<file path="src/rtl/ivc_pkg.sv">
package ivc_pkg;
  localparam int CNT_W    = 16;
  localparam int DIGITS   = CNT_W / 4;
  localparam int FULL_DEC = 10 ** DIGITS;

  typedef logic [CNT_W-1:0] cnt_t;
  typedef logic [CNT_W:0]   eff_t;

  typedef enum logic [1:0] {
    PH_WAIT = 2'd0,
    PH_HIT  = 2'd1,
    PH_PAST = 2'd2
  } phase_e;

  // One-step decrement, binary or packed decimal with digit borrow.
  function automatic cnt_t ivc_dec1(input cnt_t v, input logic bcd);
    cnt_t r;
    logic brw;
    if (!bcd) return v - CNT_W'(1);
    r   = v;
    brw = 1'b1;
    for (int i = 0; i < DIGITS; i++) begin
      if (brw) begin
        if (v[i*4 +: 4] == 4'd0) r[i*4 +: 4] = 4'd9;
        else begin
          r[i*4 +: 4] = v[i*4 +: 4] - 4'd1;
          brw = 1'b0;
        end
      end
    end
    return r;
  endfunction

  // Numeric value of a stored count; zero means the full range.
  function automatic eff_t ivc_eff(input cnt_t v, input logic bcd);
    eff_t acc;
    if (v == '0) return bcd ? eff_t'(FULL_DEC) : (eff_t'(1) << CNT_W);
    if (!bcd) return {1'b0, v};
    acc = '0;
    for (int i = DIGITS - 1; i >= 0; i--)
      acc = acc * eff_t'(10) + eff_t'(v[i*4 +: 4]);
    return acc;
  endfunction

  function automatic logic ivc_bcd_ok(input cnt_t v);
    for (int i = 0; i < DIGITS; i++)
      if (v[i*4 +: 4] > 4'd9) return 1'b0;
    return 1'b1;
  endfunction
endpackage

</file>
<file path="src/rtl/ivc_gate_edge.sv">
module ivc_gate_edge (
  input  logic clk,
  input  logic rst_n,
  input  logic gate,
  output logic rise
);
  logic gate_q;

  always_ff @(posedge clk or negedge rst_n) begin
    if (!rst_n) gate_q <= 1'b0;
    else        gate_q <= gate;
  end

  assign rise = gate & ~gate_q;

  AST_RISE_NOT_BACK_TO_BACK: assert property (@(posedge clk) disable iff (!rst_n)
    rise |=> !rise);
endmodule

</file>
<file path="src/rtl/ivc_down_ctr.sv">
module ivc_down_ctr import ivc_pkg::*; #(
  parameter int STEP = 1
) (
  input  logic clk,
  input  logic rst_n,
  input  logic restart,
  input  logic tick,
  input  logic bcd,
  input  logic periodic,
  input  cnt_t init,
  output cnt_t val,
  output logic reload_evt,
  output logic hit_evt
);
  cnt_t cur_q;
  cnt_t step_nxt;
  logic reload_now;

  generate
    if (STEP == 2) begin : g_step2
      assign step_nxt = ivc_dec1(ivc_dec1(cur_q, bcd), bcd);
    end else begin : g_step1
      assign step_nxt = ivc_dec1(cur_q, bcd);
    end
  endgenerate

  assign reload_now = periodic && (ivc_eff(cur_q, bcd) <= eff_t'(STEP));

  always_ff @(posedge clk or negedge rst_n) begin
    if (!rst_n)       cur_q <= '0;
    else if (restart) cur_q <= init;
    else if (tick)    cur_q <= reload_now ? init : step_nxt;
  end

  assign val        = cur_q;
  assign reload_evt = tick && !restart && reload_now;
  assign hit_evt    = tick && !restart && !reload_now && (step_nxt == '0);

  AST_HALT_HOLDS: assert property (@(posedge clk) disable iff (!rst_n)
    (!tick && !restart) |=> $stable(cur_q));
  AST_RESTART_COPIES: assert property (@(posedge clk) disable iff (!rst_n)
    restart |=> (cur_q == $past(init)));
  AST_BCD_STAYS_DECIMAL: assert property (@(posedge clk) disable iff (!rst_n)
    (tick && !restart && bcd && ivc_bcd_ok(cur_q) && ivc_bcd_ok(init)) |=> ivc_bcd_ok(cur_q));
endmodule

</file>
<file path="src/rtl/ivc_out_logic.sv">
module ivc_out_logic import ivc_pkg::*; (
  input  logic       clk,
  input  logic       rst_n,
  input  logic       restart,
  input  logic       tick,
  input  logic       hit_evt,
  input  logic       reload_evt,
  input  logic [2:0] mode,
  input  eff_t       pos_eff,
  input  eff_t       full_eff,
  output logic       out
);
  phase_e phase_q;
  logic   pulse_q;

  always_ff @(posedge clk or negedge rst_n) begin
    if (!rst_n) begin
      phase_q <= PH_WAIT;
      pulse_q <= 1'b0;
    end else if (restart) begin
      phase_q <= PH_WAIT;
      pulse_q <= 1'b0;
    end else if (tick) begin
      pulse_q <= reload_evt;
      if (phase_q == PH_WAIT && hit_evt) phase_q <= PH_HIT;
      else if (phase_q == PH_HIT)        phase_q <= PH_PAST;
    end
  end

  always_comb begin
    case (mode)
      3'd0, 3'd1: out = (phase_q != PH_WAIT);
      3'd2, 3'd6: out = pulse_q;
      3'd3, 3'd7: out = (pos_eff > (full_eff >> 1));
      default:    out = (phase_q == PH_HIT);
    endcase
  end

  AST_STROBE_ONCE: assert property (@(posedge clk) disable iff (!rst_n)
    (phase_q == PH_PAST && !restart) |=> (phase_q == PH_PAST));
  AST_PULSE_FROM_RELOAD: assert property (@(posedge clk) disable iff (!rst_n)
    $rose(pulse_q) |-> $past(reload_evt));
endmodule

</file>
<file path="src/rtl/ivc_channel.sv">
module ivc_channel import ivc_pkg::*; (
  input  logic             clk,
  input  logic             rst_n,
  input  logic [CNT_W-1:0] load_val,
  input  logic             load_stb,
  input  logic [2:0]       mode,
  input  logic             bcd_sel,
  input  logic             gate,
  input  logic             cnt_en,
  output logic [CNT_W-1:0] count_o,
  output logic             out_o
);
  cnt_t init_q;
  cnt_t init_mux;
  cnt_t pos_val;
  cnt_t vis_val;
  logic gate_rise;
  logic restart;
  logic tick;
  logic pos_reload, pos_hit;
  logic vis_reload, vis_hit;
  logic unused_vis;
  logic sq_mode;

  always_ff @(posedge clk or negedge rst_n) begin
    if (!rst_n)        init_q <= '0;
    else if (load_stb) init_q <= load_val;
  end

  ivc_gate_edge u_gate (
    .clk(clk), .rst_n(rst_n), .gate(gate), .rise(gate_rise)
  );

  assign restart  = load_stb | gate_rise;
  assign tick     = cnt_en & gate & ~restart;
  assign init_mux = load_stb ? load_val : init_q;
  assign sq_mode  = mode[1] & mode[0];

  // Position within the period (or elapsed countdown for one-shot modes)
  ivc_down_ctr #(.STEP(1)) u_pos (
    .clk(clk), .rst_n(rst_n), .restart(restart), .tick(tick),
    .bcd(bcd_sel), .periodic(mode[1]), .init(init_mux),
    .val(pos_val), .reload_evt(pos_reload), .hit_evt(pos_hit)
  );

  // Visible square-wave count, two per tick
  ivc_down_ctr #(.STEP(2)) u_vis (
    .clk(clk), .rst_n(rst_n), .restart(restart), .tick(tick),
    .bcd(bcd_sel), .periodic(1'b1), .init(init_mux),
    .val(vis_val), .reload_evt(vis_reload), .hit_evt(vis_hit)
  );
  assign unused_vis = vis_reload ^ vis_hit;

  ivc_out_logic u_out (
    .clk(clk), .rst_n(rst_n), .restart(restart), .tick(tick),
    .hit_evt(pos_hit), .reload_evt(pos_reload), .mode(mode),
    .pos_eff(ivc_eff(pos_val, bcd_sel)), .full_eff(ivc_eff(init_q, bcd_sel)),
    .out(out_o)
  );

  assign count_o = sq_mode ? vis_val : pos_val;

  AST_LOAD_VISIBLE: assert property (@(posedge clk) disable iff (!rst_n)
    load_stb |=> (count_o == $past(load_val)));
endmodule

</file>
<file path="config.mk">
export PLATFORM = sky130hd
export DESIGN_NAME = ivc_channel
export DESIGN_NICKNAME = d
export VERILOG_FILES = /design/src/rtl/ivc_pkg.sv /design/src/rtl/ivc_gate_edge.sv /design/src/rtl/ivc_down_ctr.sv /design/src/rtl/ivc_out_logic.sv /design/src/rtl/ivc_channel.sv
export SDC_FILE = /design/constraint.sdc
export NUM_CORES = 1
export LEC_CHECK = 0
export BUFFER_PORTS_ARGS = -buffer_cell sky130_fd_sc_hd__buf_2
export CAP_MARGIN = 40
export CORE_ASPECT_RATIO = 2
export CORE_MARGIN = 8
export CORE_UTILIZATION = 40
export CTS_CLUSTER_SIZE = 25
export DETAILED_ROUTE_END_ITERATION = 7
export GPL_TIMING_DRIVEN = 1
export PLACE_DENSITY_LB_ADDON = 0.08
export REMOVE_ABC_BUFFERS = 1
export SYNTH_ARGS = -nofsm -noshare
export SYNTH_HDL_FRONTEND = slang
export SYNTH_HIERARCHICAL = 1
export SYNTH_SLANG_ARGS = --single-unit
</file>
<file path="constraint.sdc">
create_clock -name clk -period 9.4 [get_ports clk]
set_input_delay 1.41 -clock clk [delete_from_list [all_inputs] [get_ports clk]]
set_output_delay 1.41 -clock clk [all_outputs]
set_load 0.005 [all_outputs]
</file>
-- Word level (Yosys, flattened, before mapping)
Cells that the tools add are included.
- reductions and logical operators: 33
- multipliers: 9
- $add $sub $neg: 24
- magnitude comparators: 3
- multiplexer cells: 83
- bitwise logic cells: 7
- eq/ne operators: 6
- operators by type and width (kind ; number):
    $mux W17 ; 13
    $mux W16 ; 11
    $add A17 B4 Y17 ; 7
    $mux W4 ; 21
    $mul A17 B3 Y16 const B ; 4
    $logic_not A16 Y1 ; 4
    $logic_not A4 Y1 ; 12
    $sub A16 B1 Y16 const B ; 3
    $sub A4 B1 Y4 const B ; 12
    $mux W1 ; 33
    $mul A4 B3 Y7 const B ; 3
    $gt A17 B16 Y1 ; 1
    $le A17 B1 Y1 const B ; 1
    $le A17 B2 Y1 const B ; 1
    $mul A14 B3 Y16 const B ; 1
    $add A13 B4 Y14 ; 1
    $mul A9 B3 Y12 const B ; 1
    $add A8 B4 Y9 ; 1
    $mux W2 ; 4
    $eq A3 B2 Y1 const B ; 2
    $eq A3 B3 Y1 const B ; 2
    $logic_and A1 B1 Y1 ; 6
    $reduce_or A2 Y1 ; 3
    $and A1 B1 Y1 ; 4
    11 further kinds ; 14
- word-level logic and storage cells: 171
- output and inout bits: 17
- input bits: 25
- flip-flop bits (word level): 52

-- Longest topological paths before layout
- depth in word-level cells: 21
- gate-level depth with buffers: 32
- gate-level depth less buffers: 31

-- Hierarchy
Netlist, hierarchy kept.
- by module, submodules not included (module ; times used ; area an instance (um^2) ; cells each ; sequential area each (um^2)):
    ivc_channel ; 1 ; 5202.5 ; 635 ; 400.4
    ivc_down_ctr at u_vis ; 1 ; 4265.3 ; 555 ; 400.4
    ivc_down_ctr at u_pos ; 1 ; 3513.4 ; 438 ; 400.4
    ivc_out_logic ; 1 ; 571.8 ; 72 ; 75.1
    ivc_gate_edge ; 1 ; 38.8 ; 2 ; 25.0

-- Worst setup path after synthesis
OpenSTA, ideal clock, no wires.
- path type: flip-flop to output port
- start point: reg u_pos.cur_q[13] (netlist: u_pos/val[13])
- end point: out out_o
- required time: 7990 ps
- stages on the path, launching flop included: 32
- data arrival time: 7491 ps
- path slack: 499 ps
- buffers on the path: 1
- cell sequence: dfrtp_1 > ha_1 > ha_1 > fa_1 > nand2_1 > o21bai_1 > mux2i_1 > a22o_1 > ha_1 > ha_1 > nand3_1 > o2111ai_1 > xnor2_1 > nor4_2 > xnor2_1 > inv_1 > ha_1 > ha_1 > buf_2 > or4b_1 > o311ai_1 > a211oi_2 > or3_1 > nor3_1 > xnor2_1 > a21oi_1 > ha_1 > nand4b_1 > or3b_1 > or4_1 > and3_1 > o22a_1
- longest elaborated chain between the ends: 10
- elaborated cells on any way between the ends: 13
- those cells by class: 3 x add/sub; 3 x mul; 1 x order compare; 5 x mux; 1 x reduce/logical
- RTL lines (what ; line ; text):
    start, declared ; ivc_down_ctr.sv:15 ; cnt_t cur_q;
    start signal, assigned ; ivc_down_ctr.sv:31 ; else if (restart) cur_q <= init;
    start signal, assigned ; ivc_down_ctr.sv:32 ; else if (tick) cur_q <= reload_now ? init : step_nxt;
    $mul A4 B3 Y7 ; ivc_pkg.sv:41 ; acc = acc * eff_t'(10) + eff_t'(v[i*4 +: 4]);
    $add A17 B4 Y17 ; - ;
    $mul A17 B3 Y16 ; - ;
    $add A17 B4 Y17 ; - ;
    $mul A17 B3 Y16 ; - ;
    $add A17 B4 Y17 ; - ;
    $mux W17 ; - ;
    $mux W17 * ; - ;
    $gt A17 B16 Y1 * ; ivc_out_logic.sv:34 ; 3'd3, 3'd7: out = (pos_eff > (full_eff >> 1));
    $pmux W1 S3 * ; ivc_out_logic.sv:31 ; case (mode)
    end, declared ; ivc_channel.sv:11 ; output logic out_o
Mark *: on every way between the ends. The rest lies on a longest branch, timed or not.

-- Final worst setup path
- start point: reg u_pos.cur_q[15] (netlist: u_pos/val[15])
- end point: out out_o
The elaborated chain is that of the path after synthesis.

==> impl_metrics.json <==
{
  "status": "finished, final reports clean",
  "slew_violations": 0,
  "grt_max_degree": 55,
  "globalplace.congestion": 0.8966,
  "viasPerCell": 5.996,
  "portBuffers": 41,
  "period_share": 0.9729,
  "slowest_stage": "fa_1",
  "cts_tree": "done",
  "placed_area_sq_um": 14240,
  "design.die.area_sq_um": 40310,
  "cts_buffers": 5,
  "n_antenna_cell": 0,
  "initial_core_util": 0.4035,
  "path_max_fanout": 5,
  "maxCapViolCount": 0,
  "vias": 13000,
  "dp_slack_ns": 0.1707,
  "design.core.area_sq_um": 33520,
  "crit_required_ns": 7.99,
  "routedWlPerCell_um": 20.09,
  "syn_area_per_cell_sq_um": 8.002,
  "clk_latency_ns": 0.31,
  "setup_tns_ns": 0,
  "grt_pass1_vias": 13180,
  "slew_headroom": 0.4798,
  "drt_iter0_drc": 606,
  "cts_max_path_buffers": 2,
  "yosysWarnings": 6,
  "grt_overflow": 0,
  "cts.sinks": 52,
  "cp.arrival_ns": 7.74,
  "grt_antenna_before_repair": 0,
  "dr.pass1.iters": 5,
  "netlist_instances": 1690,
  "drive_above_1_share": 0.1570,
  "clk_pin_slew_worst_paths_ns": 0.08,
  "syn_area_sq_um": 13520,
  "hold_violations": 0,
  "worst_slew_pin_slew_ns": 0.7785,
  "drc": 0,
  "grt_pass1_wl_mm": 68.67,
  "area_growth_pct": 11.49,
  "rsz0062_at_grt": "yes",
  "root_buffer": "clkbuf_16",
  "path_buf_inv": 2,
  "worst_slack_ns": 0.2546,
  "dp_hpwl_mm": 35.47,
  "postCtsHoldBufs": 0,
  "hold_path_class": "reg -> reg",
  "crit_path_end_kind": "output pin",
  "cts-htree-levels": 2,
  "final.min_clock_period_ns": 9.145,
  "start_kind": "flip-flop",
  "stdcell_area_sq_um": 15080,
  "clock-skew-final_ns": 0.01138,
  "dieHeight_um": 276.0,
  "die_w_um": 146.0,
  "crit_path_frequent_cell": "ha_4",
  "max_stage_delay_ns": 0.57,
  "track_usage": 0.2087,
  "crit_family": "simple AND/OR/NAND/NOR gates",
  "setup_violations": 0,
  "fin_nets": 1998,
  "ant_nets": 0,
  "io_pins": 42,
  "routed_wl_mm": 43.56,
  "core.rowCount": 95,
  "criticalPathCategory": "reg -> out",
  "utilization": 0.4498,
  "max_freq_mhz": 109.3
}
[cells in the final DEF (no fill, tap or decap), types with 10 or more instances in the layout]
cell type,n
nor3b_1,12
o211ai_1,18
nor2b_1,31
xnor2_2,11
o2111ai_1,10
a21oi_1,99
xnor2_1,87
nor3_1,44
ha_1,196
nor2_1,132
nand4_1,16
mux2_2,29
a21o_1,35
nor4_1,22
a211oi_1,27
or3_1,18
and2_1,14
a211oi_2,13
or4_1,18
o21a_1,18
nand2_1,110
buf_4,46
nand2b_1,18
nand3_1,50
buf_2,41
xor2_1,47
dfrtp_1,48
a31oi_1,10
o21ai_0,70
a221o_1,13
mux2i_1,26
fa_1,21
ha_4,14
and3_1,11
inv_1,105
[worst min-delay path, stage by stage, from the launching register on]
cell and delay, ns:
dfrtp_1 0.37, mux2i_1 0.08, nor2_1 0.08
[routing by layer]
layer | track usage | wire (um) | part of all wire | vias to the layer above
met3 | 0.01751 | 1256 | 0.029 | 103
met4 | 0.1190 | 2324 | 0.053 | 0
met5 | 0 | 0 | 0 | -
met1 | 0.1943 | 15110 | 0.35 | 6253
met2 | 0.4266 | 24870 | 0.57 | 285
li1 | - | - | - | 6359
[per-stage QoR]
stage / hold WS (ns) / std cells
final: 0.5653 / 2168
after global routing: 0.5719 / 2168
after CTS: 0.5458 / 2149
after detailed placement: 0.5193 / 2140
after global placement: 0.5087 / 2135
after floorplan: 0.4873 / 1635
[layout make-up]
type | count | area (sq um)
fillers | 3536 | 18440
inverters | 107 | 401.6
clock buffers | 5 | 125.1
flip-flops and latches | 52 | 1306
well taps | 436 | 545.5
multi-input cells | 1476 | 12100
clock inverters | 3 | 26.28
repair buffers | 89 | 573.1
[timing repair]
action                                  in CTS  in global routing
setup buffers                                1                 20
resized for setup                            4                 86
endpoints found under the setup margin       1                  1
pin swaps                                    2                 43
[worst paths after layout]
check | startpoint | end | slack, ns | cells past startpoint
min in group asynchronous | rst_n | u_gate/gate_q | 1.22 | 2
worst min-delay path | u_out/pulse_q | u_out/pulse_q | 0.57 | 2
worst max register to register | u_pos/val[15] | u_pos/val[15] | 1.09 | 28
max in group asynchronous | rst_n | u_pos/val[13] | 7.64 | 2
worst min register to register | u_out/pulse_q | u_out/pulse_q | 0.57 | 2
worst max-delay path | u_pos/val[15] | out_o | 0.25 | 31
[state kept, by name (all words and copies together) (netlist names)]
name and count:
u_gate/gate_q 1, u_out/pulse_q 1, u_out/phase_q 2, u_pos/val 16
u_vis/val 16, init_q 16
Power is not shown: default switching activity piles up to over one toggle a cycle in this logic, so the estimate is an artifact.
